<file path="config.mk">
export PLATFORM = sky130hd
export DESIGN_NAME = sst_tx_top
export DESIGN_NICKNAME = d
export VERILOG_FILES = /design/src/rtl/sst_pkg.sv /design/src/rtl/sst_baud_gen.sv /design/src/rtl/sst_hold_buf.sv /design/src/rtl/sst_shifter.sv /design/src/rtl/sst_tx_top.sv
export SDC_FILE = /design/constraint.sdc
export NUM_CORES = 1
export LEC_CHECK = 0
export ABC_AREA = 1
export CAP_MARGIN = 20
export CORE_UTILIZATION = 30
export CTS_BUF_LIST = sky130_fd_sc_hd__clkbuf_4 sky130_fd_sc_hd__clkbuf_8 sky130_fd_sc_hd__clkbuf_16
export CTS_CLUSTER_SIZE = 40
export DETAILED_ROUTE_END_ITERATION = 8
export SKIP_LAST_GASP = 1
export SYNTH_ARGS = -nofsm -noshare
export SYNTH_HDL_FRONTEND = slang
export SYNTH_SLANG_ARGS = --single-unit
</file>
<file path="constraint.sdc">
create_clock -name clk -period 1.9 [get_ports clk]
set_input_delay 0.57 -clock clk [delete_from_list [all_inputs] [get_ports clk]]
set_output_delay 0.57 -clock clk [all_outputs]
set_load 0.005 [all_outputs]
</file>
<file path="src/rtl/sst_pkg.sv">
package sst_pkg;
  parameter int unsigned SST_WORD_W = 16;
  parameter int unsigned SST_DIV_W  = 8;
endpackage

</file>
<file path="src/rtl/sst_baud_gen.sv">
module sst_baud_gen #(
  parameter int unsigned DIV_W = 8
) (
  input  logic             clk,
  input  logic             rst_n,
  input  logic [DIV_W-1:0] div_val,
  output logic             tick,
  output logic             bclk
);
  logic [DIV_W-1:0] cnt_q, cnt_d;
  logic             bclk_d;

  always_comb begin
    tick   = (cnt_q >= div_val);
    cnt_d  = tick ? '0 : cnt_q + 1'b1;
    bclk_d = tick ? ~bclk : bclk;
  end

  always_ff @(posedge clk or negedge rst_n) begin
    if (!rst_n) begin
      cnt_q <= '0;
      bclk  <= 1'b1;
    end else begin
      cnt_q <= cnt_d;
      bclk  <= bclk_d;
    end
  end
endmodule

</file>
<file path="src/rtl/sst_hold_buf.sv">
module sst_hold_buf #(
  parameter int unsigned WORD_W = 16
) (
  input  logic              clk,
  input  logic              rst_n,
  input  logic              wr_valid,
  input  logic [WORD_W-1:0] wr_data,
  input  logic              take,
  output logic [WORD_W-1:0] buf_q,
  output logic              full,
  output logic              overrun
);
  logic [WORD_W-1:0] buf_d;
  logic              full_d, ovr_d, accept;

  always_comb begin
    accept = wr_valid && !full;
    ovr_d  = wr_valid && full;
    buf_d  = accept ? wr_data : buf_q;
    if (accept)    full_d = 1'b1;
    else if (take) full_d = 1'b0;
    else           full_d = full;
  end

  always_ff @(posedge clk or negedge rst_n) begin
    if (!rst_n) begin
      buf_q   <= '0;
      full    <= 1'b0;
      overrun <= 1'b0;
    end else begin
      if (accept) buf_q <= buf_d;
      full    <= full_d;
      overrun <= ovr_d;
    end
  end
endmodule

</file>
<file path="src/rtl/sst_shifter.sv">
module sst_shifter #(
  parameter int unsigned WORD_W = 16
) (
  input  logic              clk,
  input  logic              rst_n,
  input  logic              tick,
  input  logic              bclk,
  input  logic              tx_en,
  input  logic              auto_mode,
  input  logic              buf_full,
  input  logic [WORD_W-1:0] buf_q,
  output logic              take,
  output logic              active,
  output logic              sdo
);
  localparam int unsigned CNT_W = $clog2(WORD_W);
  localparam logic [CNT_W-1:0] LAST_BIT = CNT_W'(WORD_W - 1);

  logic [WORD_W-1:0] sh_q, sh_d;
  logic [CNT_W-1:0]  bit_q, bit_d;
  logic              act_d;
  logic              fall_edge, start, word_end, carry_on;

  always_comb begin
    fall_edge = tick && bclk;
    start     = !active && fall_edge && tx_en && buf_full;
    word_end  = active && fall_edge && (bit_q == LAST_BIT);
    carry_on  = buf_full && (auto_mode || tx_en);
    take      = start || (word_end && carry_on);
    sh_d      = sh_q;
    bit_d     = bit_q;
    act_d     = active;
    if (take) begin
      sh_d  = buf_q;
      bit_d = '0;
      act_d = 1'b1;
    end else if (word_end) begin
      act_d = 1'b0;
    end else if (active && fall_edge) begin
      sh_d  = {sh_q[WORD_W-2:0], 1'b0};
      bit_d = bit_q + 1'b1;
    end
  end

  always_ff @(posedge clk or negedge rst_n) begin
    if (!rst_n) begin
      sh_q   <= '0;
      bit_q  <= '0;
      active <= 1'b0;
    end else if (fall_edge) begin
      sh_q   <= sh_d;
      bit_q  <= bit_d;
      active <= act_d;
    end
  end

  assign sdo = sh_q[WORD_W-1];
endmodule

</file>
<file path="src/rtl/sst_tx_top.sv">
module sst_tx_top #(
  parameter int unsigned WORD_W = sst_pkg::SST_WORD_W,
  parameter int unsigned DIV_W  = sst_pkg::SST_DIV_W
) (
  input  logic              clk,
  input  logic              rst_n,
  input  logic [DIV_W-1:0]  div_val,
  input  logic              tx_en,
  input  logic              auto_mode,
  input  logic              wr_valid,
  input  logic [WORD_W-1:0] wr_data,
  output logic              sdo,
  output logic              sdo_oe,
  output logic              sck,
  output logic              sck_oe,
  output logic              busy,
  output logic              buf_empty,
  output logic              overrun
);
  logic              tick, bclk, take, full, active, sh_out;
  logic [WORD_W-1:0] buf_q;

  sst_baud_gen #(.DIV_W(DIV_W)) u_baud (
    .clk(clk), .rst_n(rst_n), .div_val(div_val), .tick(tick), .bclk(bclk)
  );

  sst_hold_buf #(.WORD_W(WORD_W)) u_buf (
    .clk(clk), .rst_n(rst_n), .wr_valid(wr_valid), .wr_data(wr_data),
    .take(take), .buf_q(buf_q), .full(full), .overrun(overrun)
  );

  sst_shifter #(.WORD_W(WORD_W)) u_shift (
    .clk(clk), .rst_n(rst_n), .tick(tick), .bclk(bclk), .tx_en(tx_en),
    .auto_mode(auto_mode), .buf_full(full), .buf_q(buf_q), .take(take),
    .active(active), .sdo(sh_out)
  );

  assign sdo       = sh_out;
  assign sdo_oe    = active;
  assign sck       = bclk;
  assign sck_oe    = active;
  assign busy      = active;
  assign buf_empty = !full;
endmodule

</file>
==> metrics.txt <==
reg2reg path depth=11; CP max FO=5; Worst-path clk slew=0.09 ns; outcome=finished, violations left; die outline area=0.00867 mm^2; RSZ-0062 raised after global routing=yes; fin nets=347; placed cell areas=0.00311 mm^2; Post-Syn Instances=243; Final GP Congestion=0.765; clock sink total=48; CP startpoint=u_baud.cnt_q[4]$_DFF_PN0_; CTS Root Cell=clkbuf_8; pin count of the biggest net entering global routing=23; IO Pins=36; CTS Hold Bufs=0; CTS tree=yes; sequential area share after synthesis=48.3%; post-layout instance area=0.00353 mm^2; H-tree Lvls=2; global-route wire length before repair=9.54 mm; Die Width=93.1 um; max cap viols=0; fmax=0.520 GHz; Leak Pwr=0.00169 uW; Worst EP arrival=2.16 ns; Worst setup EP type=register; VDD IR max=0.392 mV; DRT antenna net count=0; worst-skew pair later-pin latency=0.30 ns; 1st-iter DRT viols=25; DR WL/cell=13.0 um; post-synthesis area per instance=10.2 um^2; core area=0.00789 mm^2; clk buf depth=2; area leader, netlist=dfrtp_1; synthesized area=0.00249 mm^2; count of cell types in the netlist=32; total chip power=3310 uW; Max Slew Vio Count=0; violated checks=negative setup slack; post-route setup slack=-0.0213 ns; Cell Pwr Density=940 mW/mm^2; CTS Buf Count=5; initial antenna violation count=0; Post-Syn Nets=282; most common cell after layout, fill and taps aside=dfrtp_1; most frequent cells in the layout=dfrtp_1, nand2_1, clkdlybuf4s50_1; R2R setup slack=-0.02 ns; DRC=0; HPWL after DPL=3.53 mm; Vias=1941; Fill cells=733; CP required=2.13 ns; total track usage=13.8%; Worst Skew=0.00783 ns; Layout area overhead=41.7%; element type at the critical path start=register; grt total ovfl=0; Buffers on Ports=35; Fin. Hold Viols=0; initial cell density of the core=31.6%; vias per cell=4.72; minimum clock period=1.92 ns; Seq cells post-synth=48; setup violators final=14; Hold Crit Class=in -> async; reg-to-reg endpoint=u_shift.sh_q[11]$_DFFE_PN0P_; Ys Warns=0; Worst Tran Pin Value=0.415 ns; final wirelength=5.36 mm; chip height=93.1 um; first-pass iteration count of the detailed router=4; R2R Path Start=u_baud.cnt_q[4]$_DFF_PN0_; Max-slew headroom=72.3%; setup TNS=-0.124 ns; most area-consuming cells after synthesis=dfrtp_1, nand3_2, mux2_2; fraction of layout instances using a drive strength above 1=38.8%; Yosys top cell area share=47.2%; critical path class=reg -> reg; vias in the first global route=2027; n_diodes=0; Rows=32; post-route clock period utilization=101%
[cell families (layout without fill, tap and decap cells)]
group | count (synthesis) | after routing | synth area share (%)
AOI/OAI and AO/OA | 12 | 12 | 2.66
xor gates and xnor gates | 4 | 4 | 1.41
DFF | 48 | 48 | 48.3
buffers and inverters | 35 | 100 | 7.69
adders and majority gates | 10 | 10 | 5.03
muxes | 15 | 15 | 6.78
and+or+nand+nor | 119 | 120 | 28.1
[sequential cells by signal, summed over array words and instances (netlist names)]
register        cells
u_baud.bclk         1
u_baud.cnt_q        8
u_buf.buf_q        16
u_buf.full          1
u_buf.overrun       1
u_shift.active      1
u_shift.bit_q       4
u_shift.sh_q       16
[how the worst max path moves through the flow]
stage	endpoint	slack (ns)	cells past startpoint
2_1_floorplan	u_shift.sh_q[10]$_DFFE_PN0P_	0.001	12
3_3_place_gp	u_shift.sh_q[15]$_DFFE_PN0P_	-0.62	12
3_5_place_dp	u_shift.sh_q[14]$_DFFE_PN0P_	-0.67	12
4_1_cts	u_shift.sh_q[3]$_DFFE_PN0P_	0.006	11
5_1_grt	u_shift.sh_q[12]$_DFFE_PN0P_	-0.12	11
6_report	u_shift.sh_q[11]$_DFFE_PN0P_	-0.02	11
[routing by layer]
metal	vias to the layer above	global-route usage [%]	wire, um
li1	952	-	-
met1	940	17.6	2390
met2	40	23.4	2690
met3	9	2.36	190
met4	0	5.13	102
met5	-	0	0
[Yosys cell counts]
cell type	count
buf_2	2
buf_6	4
nor2_2	1
o21ai_0	4
nor2_1	12
xor2_1	3
nor3_1	3
nor2_4	1
nand2_1	41
nand4_1	17
o21ai_2	1
nand2_2	1
dfrtp_1	47
a21o_1	1
buf_12	1
ha_1	10
nand3_4	1
a21oi_1	5
inv_1	23
and3_1	1
nand4_4	1
nand3_2	20
nor3b_1	2
dfstp_2	1
o21ai_1	1
mux2_2	15
nand3_1	17
nand2_4	1
buf_4	3
clkbuf_1	1
xnor2_1	1
inv_2	1
[layout make-up]
cell class                      instances  area, um^2  share of cell area (%)
Multi-Input combinational cell        161        1280                    36.4
Sequential cell                        48        1200                    34.1
Timing Repair Buffer                   68         699                    19.8
Tap cell                              102         128                    3.62
Inverter                               24         100                    2.84
Clock buffer                            6        76.3                    2.16
Clock inverter                          2        35.0                   0.993
[power by group]
part           total, uW  internal, uW  leakage, uW  switching (uW)
sequential          1480          1270     0.000604             209
clock                741           405    0.0000586             335
combinational       1090           563      0.00102             528
[worst max-delay path: stages (launching register included)]
cell	delay, ns
dfrtp_2	0.45
ha_4	0.28
nand2_4	0.05
nor2_4	0.11
nand4_1	0.15
nand3_4	0.18
nand3_4	0.11
buf_12	0.15
nand2_8	0.11
buf_12	0.13
nand3_2	0.06
nand3_2	0.07
[what timing repair did]
| item | CTS | global route |
|---|---|---|
| pin swaps | 20 | 10 |
| gates cloned | 3 | 0 |
| setup buffers | 11 | 5 |
| gates resized for setup | 52 | 9 |
| endpoints found under the setup margin | 36 | 24 |
[metrics by stage]
step                hold slack, ns  util (%)  worst slack [ns]  std cells
global route                 0.211      44.7            -0.121        411
CTS                          0.195      43.9           0.00587        406
finish                       0.189      44.7           -0.0213        411
global placement             0.476      39.4            -0.617        385
detailed placement           0.483      39.4            -0.668        385
floorplan                    0.274         -          0.000996        243
No activity file was read; power rests on OpenSTA's default activity.
